## src/rtl/mctr_pkg.sv

```systemverilog
package mctr_pkg;

  typedef enum logic [1:0] {
    OP_READ  = 2'd0,
    OP_WRITE = 2'd1,
    OP_SET   = 2'd2,
    OP_CLEAR = 2'd3
  } csr_op_e;

  localparam logic [1:0] PRIV_U = 2'd0;
  localparam logic [1:0] PRIV_S = 2'd1;
  localparam logic [1:0] PRIV_M = 2'd3;

  localparam logic [11:0] ADR_UCYC   = 12'hC00;
  localparam logic [11:0] ADR_UTIME  = 12'hC01;
  localparam logic [11:0] ADR_UINST  = 12'hC02;
  localparam logic [11:0] ADR_INHIB  = 12'h320;
  localparam logic [11:0] ADR_MINST  = 12'hB02;
  localparam logic [11:0] ADR_ID0    = 12'hF11;
  localparam logic [11:0] ADR_ID1    = 12'hF12;
  localparam logic [11:0] ADR_ID2    = 12'hF13;
  localparam logic [11:0] ADR_HART   = 12'hF14;

  typedef struct packed {
    logic cyc;
    logic ins;
    logic inh;
    logic idz;
    logic hart;
  } csr_sel_t;

endpackage

```

## src/rtl/mctr_decode.sv

```systemverilog
module mctr_decode
  import mctr_pkg::*;
(
  input  logic        en,
  input  logic [11:0] addr,
  input  logic [1:0]  op,
  input  logic [1:0]  priv,
  output csr_sel_t    sel,
  output logic        illegal,
  output logic        wr_en
);

  csr_sel_t raw;
  logic     hit;
  logic     m_only;
  logic     ro;
  logic     is_wr;

  always_comb begin
    raw    = '0;
    hit    = 1'b1;
    m_only = 1'b0;
    ro     = 1'b0;
    case (addr)
      ADR_UCYC, ADR_UTIME: begin
        raw.cyc = 1'b1;
        ro      = 1'b1;
      end
      ADR_UINST: begin
        raw.ins = 1'b1;
        ro      = 1'b1;
      end
      ADR_INHIB: begin
        raw.inh = 1'b1;
        m_only  = 1'b1;
      end
      ADR_MINST: begin
        raw.ins = 1'b1;
        m_only  = 1'b1;
      end
      ADR_ID0, ADR_ID1, ADR_ID2: begin
        raw.idz = 1'b1;
        m_only  = 1'b1;
        ro      = 1'b1;
      end
      ADR_HART: begin
        raw.hart = 1'b1;
        m_only   = 1'b1;
        ro       = 1'b1;
      end
      default: hit = 1'b0;
    endcase
  end

  always_comb begin
    is_wr   = (csr_op_e'(op) != OP_READ);
    illegal = en & (~hit | (m_only & (priv != PRIV_M)) | (ro & is_wr));
    sel     = (en & ~illegal) ? raw : '0;
    wr_en   = en & ~illegal & is_wr;
  end

endmodule

```

## src/rtl/mctr_rmw.sv

```systemverilog
module mctr_rmw
  import mctr_pkg::*;
#(
  parameter int W = 64
) (
  input  logic [1:0]   op,
  input  logic [W-1:0] old_val,
  input  logic [W-1:0] operand,
  output logic [W-1:0] new_val
);

  always_comb begin
    case (csr_op_e'(op))
      OP_WRITE: new_val = operand;
      OP_SET:   new_val = old_val | operand;
      OP_CLEAR: new_val = old_val & ~operand;
      default:  new_val = old_val;
    endcase
  end

endmodule

```

## src/rtl/mctr_counter.sv

```systemverilog
module mctr_counter #(
  parameter int W = 64
) (
  input  logic         clk,
  input  logic         rst_n,
  input  logic         inc,
  input  logic         ld,
  input  logic [W-1:0] ld_val,
  output logic [W-1:0] q
);

  logic [W-1:0] q_d;
  logic         q_ce;

  always_comb begin
    q_ce = ld | inc;
    q_d  = ld ? ld_val : q + W'(1);
  end

  always_ff @(posedge clk or negedge rst_n) begin
    if (!rst_n) begin
      q <= '0;
    end else if (q_ce) begin
      q <= q_d;
    end
  end

endmodule

```

## src/rtl/mctr_csr_unit.sv

```systemverilog
module mctr_csr_unit
  import mctr_pkg::*;
#(
  parameter int          XLEN    = 64,
  parameter int unsigned HART_ID = 0
) (
  input  logic            clk,
  input  logic            rst_n,
  input  logic            csr_en,
  input  logic [1:0]      csr_op,
  input  logic [11:0]     csr_addr,
  input  logic [1:0]      csr_priv,
  input  logic [XLEN-1:0] csr_wdata,
  input  logic            retire,
  output logic [XLEN-1:0] csr_rdata,
  output logic [XLEN-1:0] csr_wval,
  output logic            csr_illegal
);

  localparam int              IR_BIT   = 2;
  localparam logic [XLEN-1:0] INH_MASK = XLEN'(1) << IR_BIT;
  localparam logic [XLEN-1:0] HART_VAL = XLEN'(HART_ID);

  csr_sel_t        sel;
  logic            wr_en;
  logic [XLEN-1:0] cycle_q;
  logic [XLEN-1:0] instret_q;
  logic            inh_bit;
  logic            inh_d;
  logic            inh_ce;
  logic [XLEN-1:0] inh_view;
  logic [XLEN-1:0] old_val;
  logic [XLEN-1:0] rmw_val;
  logic [XLEN-1:0] commit_val;
  logic            ins_ld;
  logic            ins_inc;

  mctr_decode u_decode (
    .en      (csr_en),
    .addr    (csr_addr),
    .op      (csr_op),
    .priv    (csr_priv),
    .sel     (sel),
    .illegal (csr_illegal),
    .wr_en   (wr_en)
  );

  always_comb begin
    inh_view         = '0;
    inh_view[IR_BIT] = inh_bit;
    old_val = ({XLEN{sel.cyc}}  & cycle_q)
            | ({XLEN{sel.ins}}  & instret_q)
            | ({XLEN{sel.inh}}  & inh_view)
            | ({XLEN{sel.hart}} & HART_VAL);
  end

  mctr_rmw #(.W(XLEN)) u_rmw (
    .op      (csr_op),
    .old_val (old_val),
    .operand (csr_wdata),
    .new_val (rmw_val)
  );

  always_comb begin
    commit_val  = sel.inh ? (rmw_val & INH_MASK) : rmw_val;
    csr_rdata   = old_val;
    csr_wval    = wr_en ? commit_val : '0;
    ins_ld      = wr_en & sel.ins;
    ins_inc     = retire & ~inh_bit;
    inh_ce      = wr_en & sel.inh;
    inh_d       = commit_val[IR_BIT];
  end

  mctr_counter #(.W(XLEN)) u_cycle (
    .clk    (clk),
    .rst_n  (rst_n),
    .inc    (1'b1),
    .ld     (1'b0),
    .ld_val ('0),
    .q      (cycle_q)
  );

  mctr_counter #(.W(XLEN)) u_instret (
    .clk    (clk),
    .rst_n  (rst_n),
    .inc    (ins_inc),
    .ld     (ins_ld),
    .ld_val (commit_val),
    .q      (instret_q)
  );

  always_ff @(posedge clk or negedge rst_n) begin
    if (!rst_n) begin
      inh_bit <= 1'b0;
    end else if (inh_ce) begin
      inh_bit <= inh_d;
    end
  end

endmodule

```

## config.mk

```make
export PLATFORM = sky130hd
export DESIGN_NAME = mctr_csr_unit
export DESIGN_NICKNAME = d
export VERILOG_FILES = /design/src/rtl/mctr_pkg.sv /design/src/rtl/mctr_decode.sv /design/src/rtl/mctr_rmw.sv /design/src/rtl/mctr_counter.sv /design/src/rtl/mctr_csr_unit.sv
export SDC_FILE = /design/constraint.sdc
export NUM_CORES = 1
export LEC_CHECK = 0
export BUFFER_PORTS_ARGS = -buffer_cell sky130_fd_sc_hd__buf_4
export CAP_MARGIN = 10
export CORE_UTILIZATION = 40
export CTS_CLUSTER_DIAMETER = 40
export DETAILED_ROUTE_END_ITERATION = 10
export PLACE_DENSITY_LB_ADDON = 0.15
export SLEW_MARGIN = 20
export SYNTH_ARGS = -nofsm -noshare
export SYNTH_HDL_FRONTEND = slang
export SYNTH_HIERARCHICAL = 1
export SYNTH_SLANG_ARGS = --single-unit
```

## constraint.sdc

```tcl
create_clock -name clk -period 3.8 [get_ports clk]
set_clock_uncertainty 0.15 [all_clocks]
set_input_delay 0.38 -clock clk [delete_from_list [all_inputs] [get_ports clk]]
set_output_delay 0.38 -clock clk [all_outputs]
set_load 0.02 [all_outputs]
```

==> summary.md, run 1 <==
| Metric | Value |
|---|---|
| Status | `completed` |
| Max incr delay on CP | `700 ps` |
| Vias in the first global route | `10000` |
| Cts bufs inserted | `17` |
| F_max | `0.285 GHz` |
| H-Tree Level Count | `4` |
| Root Driver | `clkbuf_16` |
| # DRC | `0` |
| Post-Layout Cell Count | `1970` |
| Initial Util | `40.9%` |
| Setup Viol. Count Final | `0` |
| Leak | `5.60 nW` |
| Total GRT Usage | `between 20 and 25%` |
| Vias | `10800` |
| HPWL after detailed placement | `22.4 mm` |
| Most frequent CP cell | `buf_4` |
| Worst Hold Path Cells | `5` |
| I/O pins | `~210` |
| Pwr Density | `300 nW/um2` |
| Final min period | `3510 ps` |
| Cells after DPL | `1937` |
| RSZ-0062 raised after global routing | `no` |
| Antenna violations before repair | `0` |
| Final hold vios | `0` |
| Peak VDD IR | `0.000276 V` |
| Pre-Repair DR Iteration Count | `5` |
| Fin nets | `1702` |
| Placer Congestion | `0.837` |
| DRT iter0 DRCs | `639` |
| Final antenna-violating net count | `0` |
| Antenna Cells | `0` |
| Sequential cell area | `3230 um2` |
| Setup TNS | `0 ps` |
| Critical Path Source Type | `primary input` |
| Area growth from synthesis to layout | `24.3%` |
| Worst Tran Pin Value | `736 ps` |
| Crit-path max FO | `21` |
| CP max-delay cell | `or4b_2` |
| Remaining Overflow, GRT | `0` |
| Worst-path clk slew | `60 ps` |
| Synthesized area | `11100 um2` |
| Filler cells | `2654` |
| Die W | `roughly 170 um` |
| Rows | `60` |
| Multi-input gate area | `7260 um2` |
| Synth Warn # | `6` |
| Hold Path Class | `in -> reg` |
| IO Port Bufs | `212` |
| Minimum hold slack | `277 ps` |
| First-pass GRT wire length | `52.4 mm` |
| Core area | `approximately 27000 um2` |
| Max Cap Violations | `0` |
| Die height | `around 170 um` |
| Final Max Slew Viols | `0` |
| Post-Syn Area per Cell | `roughly 8.0 um2` |
| R2R Setup Slk | `850 ps` |
| CTS Sinks | `129` |
| Fin crit share | `92.2%` |
| Register-to-Register Path Depth | `5` |
| Req. time, crit path | `roughly 3300 ps` |
| WL/cell | `approximately 16 um` |
| Worst-Skew Late Latency | `420 ps` |
| Clk buf depth | `2` |
| CTS tree | `yes` |
| Postcts setup bufs | `0` |
| Crit path cell chain | `buf_4 -> nor3_1 -> nand3_1 -> or4b_2 -> a21oi_4 -> buf_4 -> a22o_1 -> inv_1 -> a22oi_1 -> and2_1 -> buf_4` |
| Worst Setup End Kind | `output port` |
| Worst relative slew slack | `~51%` |
| Largest net degree at the start of global routing | `69` |
| Vias/cell | `about 5.5` |
| Kind of critical path | `in -> out` |
| Post-Route WL | `roughly 32 mm` |
| Fraction of layout cells with a size suffix above 1 | `18.7%` |
| Synthesized instance count | `about 1400` |
| CP arrival | `between 2000 and 3000 ps` |
| Die area | `28300 um2` |
path summary, 6_finish.rpt:
check / startpoint / endpoint
worst max-delay path: csr_addr[7] / csr_wval[39]
min in group asynchronous: rst_n / u_instret/q[56]
worst min-delay path: csr_wdata[2] / u_instret/q[2]
worst max register to register: u_cycle/q[3] / u_cycle/q[55]
max in group asynchronous: rst_n / u_cycle/q[58]
worst min register to register: inh_bit / inh_bit
repair_timing:
action / 4_1_cts / 5_1_grt
setup endpoints to repair: 0 / 2
hold buffers: 1 / 0
hold endpoints to repair: 49 / 0
resized for setup: 0 / 1
where the power goes:
group | switching [W] | total, W | internal [W]
Sequential | 0.000140 | 0.00161 | 0.00147
Clock | 0.000636 | 0.00193 | 0.00130
Combinational | 0.000297 | 0.000575 | 0.000278
Total | 0.00107 | 0.00412 | 0.00305
worst max-delay path: cells and delay by family:
kind                   cells  cell delay (ps)
and+or+nand+nor            4             1290
AOI/OAI and AO/OA          3              690
buffers and inverters      4              600
area by class of cell:
class / instances / area share [%]
Clock buffer: 22 / 3.52
Clock inverter: 10 / 1.47
Inverter: 81 / 2.21
Multi-Input combinational cell: 1148 / 52.9
Sequential cell: 129 / 23.5
Tap cell: 341 / 3.10
Timing Repair Buffer: 239 / 13.3
placed cells by master (no fill, tap or decap), types with 3 or more instances in the layout:
| cell type | count |
|---|---|
| buf_4 | 235 |
| conb_1 | 75 |
| a22o_1 | 63 |
| a31oi_1 | 57 |
| inv_1 | 80 |
| nand3_2 | 4 |
| nand4_1 | 43 |
| clkinv_2 | 3 |
| nor4_1 | 5 |
| clkbuf_16 | 17 |
| xor2_1 | 44 |
| o31a_1 | 8 |
| clkbuf_8 | 4 |
| o21ai_0 | 144 |
| nand2b_1 | 6 |
| or4_1 | 38 |
| nand2_1 | 107 |
| a22oi_1 | 64 |
| or2_1 | 4 |
| xnor2_1 | 84 |
| bufinv_16 | 6 |
| and3_1 | 24 |
| nor2_1 | 72 |
| buf_12 | 3 |
| and2_1 | 73 |
| o31ai_1 | 39 |
| mux2_2 | 4 |
| a21oi_4 | 3 |
| nand3_1 | 40 |
| nor2b_1 | 66 |
| and4_1 | 16 |
| dfrtp_1 | 129 |
| nor3_1 | 5 |
| or3_1 | 18 |
| nand4_2 | 4 |
stage by stage:
stage / utilization [%] / power [W] / worst slack [ps] / area [um2]
floorplan: - / 0.00200 / 495 / 11300
global placement: 48.3 / 0.00218 / 364 / 13000
detailed placement: 48.3 / 0.00220 / 276 / 13000
CTS: 50.8 / 0.00414 / 263 / 13700
global route: 50.9 / 0.00432 / 86.4 / 13700
finish: 50.9 / 0.00412 / 295 / 13700
metal layers:
| metal | share of wire (%) | GRT usage (%) | vias up |
|---|---|---|---|
| li1 | - | - | 5390 |
| met1 | 47 | 31.0 | 5153 |
| met2 | 47 | 38.0 | 242 |
| met3 | 4.3 | 3.53 | 24 |
| met4 | 0.98 | 4.74 | 0 |
| met5 | 0 | 0 | - |
sequential cells by signal (all words and copies together) (netlist names):
register,count
inh_bit,1
u_cycle/q,64
u_instret/q,64
Power figures use the tool's default switching activity.
==> run 2: changes to the inputs <==
- ABC_AREA: default -> 1
==> run 2 against run 1 <==
Register-to-register slack better by 850 ps. Global-route usage rose by 9.6 points. Worst setup slack better by 220 ps. Via count up 43%. Hold slack improved by 19 ps. Sequential power increased by 9%. Routed wire length is 68% higher. Flip-flop and latch count is the same. Utilization is 1.6 points lower. Critical path type unchanged.
==> summary.md, run 2 <==
| Metric | Value |
|---|---|
| Worst Hold Path EP | `u_instret/q[4]` |
| Max Cap Violations | `0` |
| Max incr delay on CP | `290 ps` |
| CP max-delay cell | `buf_12` |
| Delay-heaviest family, CP | `simple AND/OR/NAND/NOR gates` |
| Worst r2r src | `inh_bit` |
| Worst Setup End Kind | `output port` |
| F_max | `a little over 0.3 GHz` |
| Setup TNS | `0 ps` |
| Clk buf depth | `2` |
| Root Driver | `clkbuf_16` |
| Crit path depth | `16` |
| Die W | `182 um` |
| Comb pwr share | `18.1%` |
| Post-Route WL | `53.4 mm` |
| Worst Tran Pin Value | `about 900 ps` |
| CTS Sinks | `129` |
| Largest net degree at the start of global routing | `88` |
| Crit-path max FO | `64` |
| Kind of critical path | `in -> out` |
| Fin crit share | `between 80 and 90%` |
| Switching share of power | `33.0%` |
| Crit path cell chain | `buf_4 -> inv_1 -> nand2_2 -> nor2_1 -> nand3_1 -> nand4_1 -> nand4_4 -> nor2_4 -> buf_12 -> nand2_1 -> nand2_1 -> nand2_1 -> nand2_1 -> nand2_1 -> nor2_1 -> buf_4` |
| Power share of the clock group | `between 40% and 50%` |
| First-pass GRT wire length | `82.3 mm` |
| Post-Syn Area per Cell | `5.71 um2` |
| R2R Setup Slk | `1700 ps` |
| DRT iter0 DRCs | `1766` |
| Vias/cell | `5.32` |
| Critical Path Source Type | `primary input` |
| Remaining Overflow, GRT | `0` |
| Minimum hold slack | `about 300 ps` |
| Postcts setup bufs | `0` |
| IO Port Bufs | `around 210` |
| Most used cells in the layout excluding fill and tap cells | `973 x nand2_1, 316 x nor2_1, 224 x inv_1` |
| Psw | `0.00145 W` |
| Leak | `8.15 nW` |
| Sequential share of power | `40.1%` |
| Fin nets | `2569` |
| Die area | `33000 um2` |
| Pwr Density | `between 200 and 300 nW/um2` |
| Antenna Cells | `0` |
| Placer Congestion | `0.971` |
| Req. time, crit path | `3270 ps` |
| Status | `completed` |
| Top Registers | `u_cycle/q (64), u_instret/q (64), inh_bit (1)` |
| Worst-Skew Late Latency | `430 ps` |
| Most common cell after layout, fill and taps aside | `nand2_1` |
| CP arrival | `2750 ps` |
| Synthesized instance count | `2262` |
| Core area | `31600 um2` |
| Crit Reg-Reg Endpoint | `u_instret/q[2]` |
| WL/cell | `18.4 um` |
| Pre-Repair DR Iteration Count | `6` |
| Buf/Inv on CP | `4` |
| Initial Util | `40.8%` |
| Total power | `0.00438 W` |
| CTS tree | `yes` |
| Vias in the first global route | `14400` |
| Total GRT Usage | `32.3%` |
| Pint | `0.00293 W` |
| Most frequent CP cell | `nand2_1` |
| Antenna violations before repair | `0` |
| Final core utilization | `49.2%` |
| Final antenna-violating net count | `0` |
| Register-to-Register Path Depth | `6` |
| Rows | `65` |
| Worst relative slew slack | `~40%` |
| Final Max Slew Viols | `0` |
| Final min period | `3280 ps` |
| Final hold vios | `0` |
| Cts bufs inserted | `17` |
| # DRC | `0` |
| Setup Viol. Count Final | `0` |
| Die height | `182 um` |
| RSZ-0062 raised after global routing | `no` |
| Min-delay src | `csr_wdata[4]` |
| Peak VDD IR | `0.000317 V` |
| Worst Hold Path Cells | `7` |
| Synth Warn # | `6` |
| Worst-path clk slew | `60 ps` |
| I/O pins | `213` |
| Synthesized area | `12900 um2` |
| Hold Path Class | `in -> reg` |
| Vias | `around 15000` |
| H-Tree Level Count | `4` |
| HPWL after detailed placement | `40.7 mm` |
| Fraction of layout cells with a size suffix above 1 | `13.6%` |
| Area growth from synthesis to layout | `20.7%` |
## run 2: changes by cell type in the layout (fill, tap and decap cells not counted), sizes merged, moves of 39 or more
cell / change
nand2: +893
xnor2: -46
nand3: +121
a31oi: -57
nor2: +280
o21ai: -108
nor2b: -66
a22o: -63
or4: -39
and2: -74
a22oi: +42
inv: +159
o31ai: -39
## run 2: through the flow
stage	setup WS, ps	cell area [um2]	instances
after floorplan	1070	13200	2328
after detailed placement	564	14900	2865
after global routing	334	15600	2898
final	517	15600	2898
after CTS	558	15600	2898
after global placement	673	14900	2865
## run 2: worst min-delay path, delay by kind of cell
family | cells | cell delay [ps]
AO/OA/AOI/OAI | 1 | 60
buffers and inverters | 2 | 150
AND/OR/NAND/NOR | 4 | 240
## run 2: how the worst max path moves through the flow
stage / slack (ps) / to / start
2_1_floorplan: 1070 / csr_wval[3] / csr_addr[4]
3_3_place_gp: 670 / csr_wval[52] / csr_addr[6]
3_5_place_dp: 560 / csr_wval[52] / csr_addr[4]
4_1_cts: 560 / csr_wval[52] / csr_addr[4]
5_1_grt: 330 / csr_wval[59] / csr_addr[4]
6_report: 520 / csr_wval[52] / csr_addr[3]
## run 2: cell type report
class                           count  area (um2)
Clock inverter                     13         184
Timing Repair Buffer              227        1800
Multi-Input combinational cell   1870        8510
Tap cell                          402         503
Clock buffer                       19         453
Sequential cell                   129        3230
Inverter                          238         896
Fill cell                        3370       16100
## run 2: repair_timing
action	CTS	global route
hold buffers	1	0
endpoints found under the hold margin	86	0
gates resized for setup	0	0
## run 2: power groups by stage
stage / combinational (W) / clock (W) / sequential (W)
after floorplan: 0.000547 / 0 / 0.00166
after global routing: 0.000892 / 0.00190 / 0.00177
after detailed placement: 0.000761 / 0 / 0.00177
final: 0.000792 / 0.00183 / 0.00176
after CTS: 0.000765 / 0.00184 / 0.00175
after global placement: 0.000747 / 0 / 0.00177
## run 2: routing by layer
metal / track usage, % / part of all wire, % / up-vias
li1: - / - / 7438
met1: 44.7 / 44 / 7243
met2: 52.0 / 46 / 671
met3: 5.11 / 7.7 / 72
met4: 9.05 / 2.4 / 0
met5: 0 / 0 / -
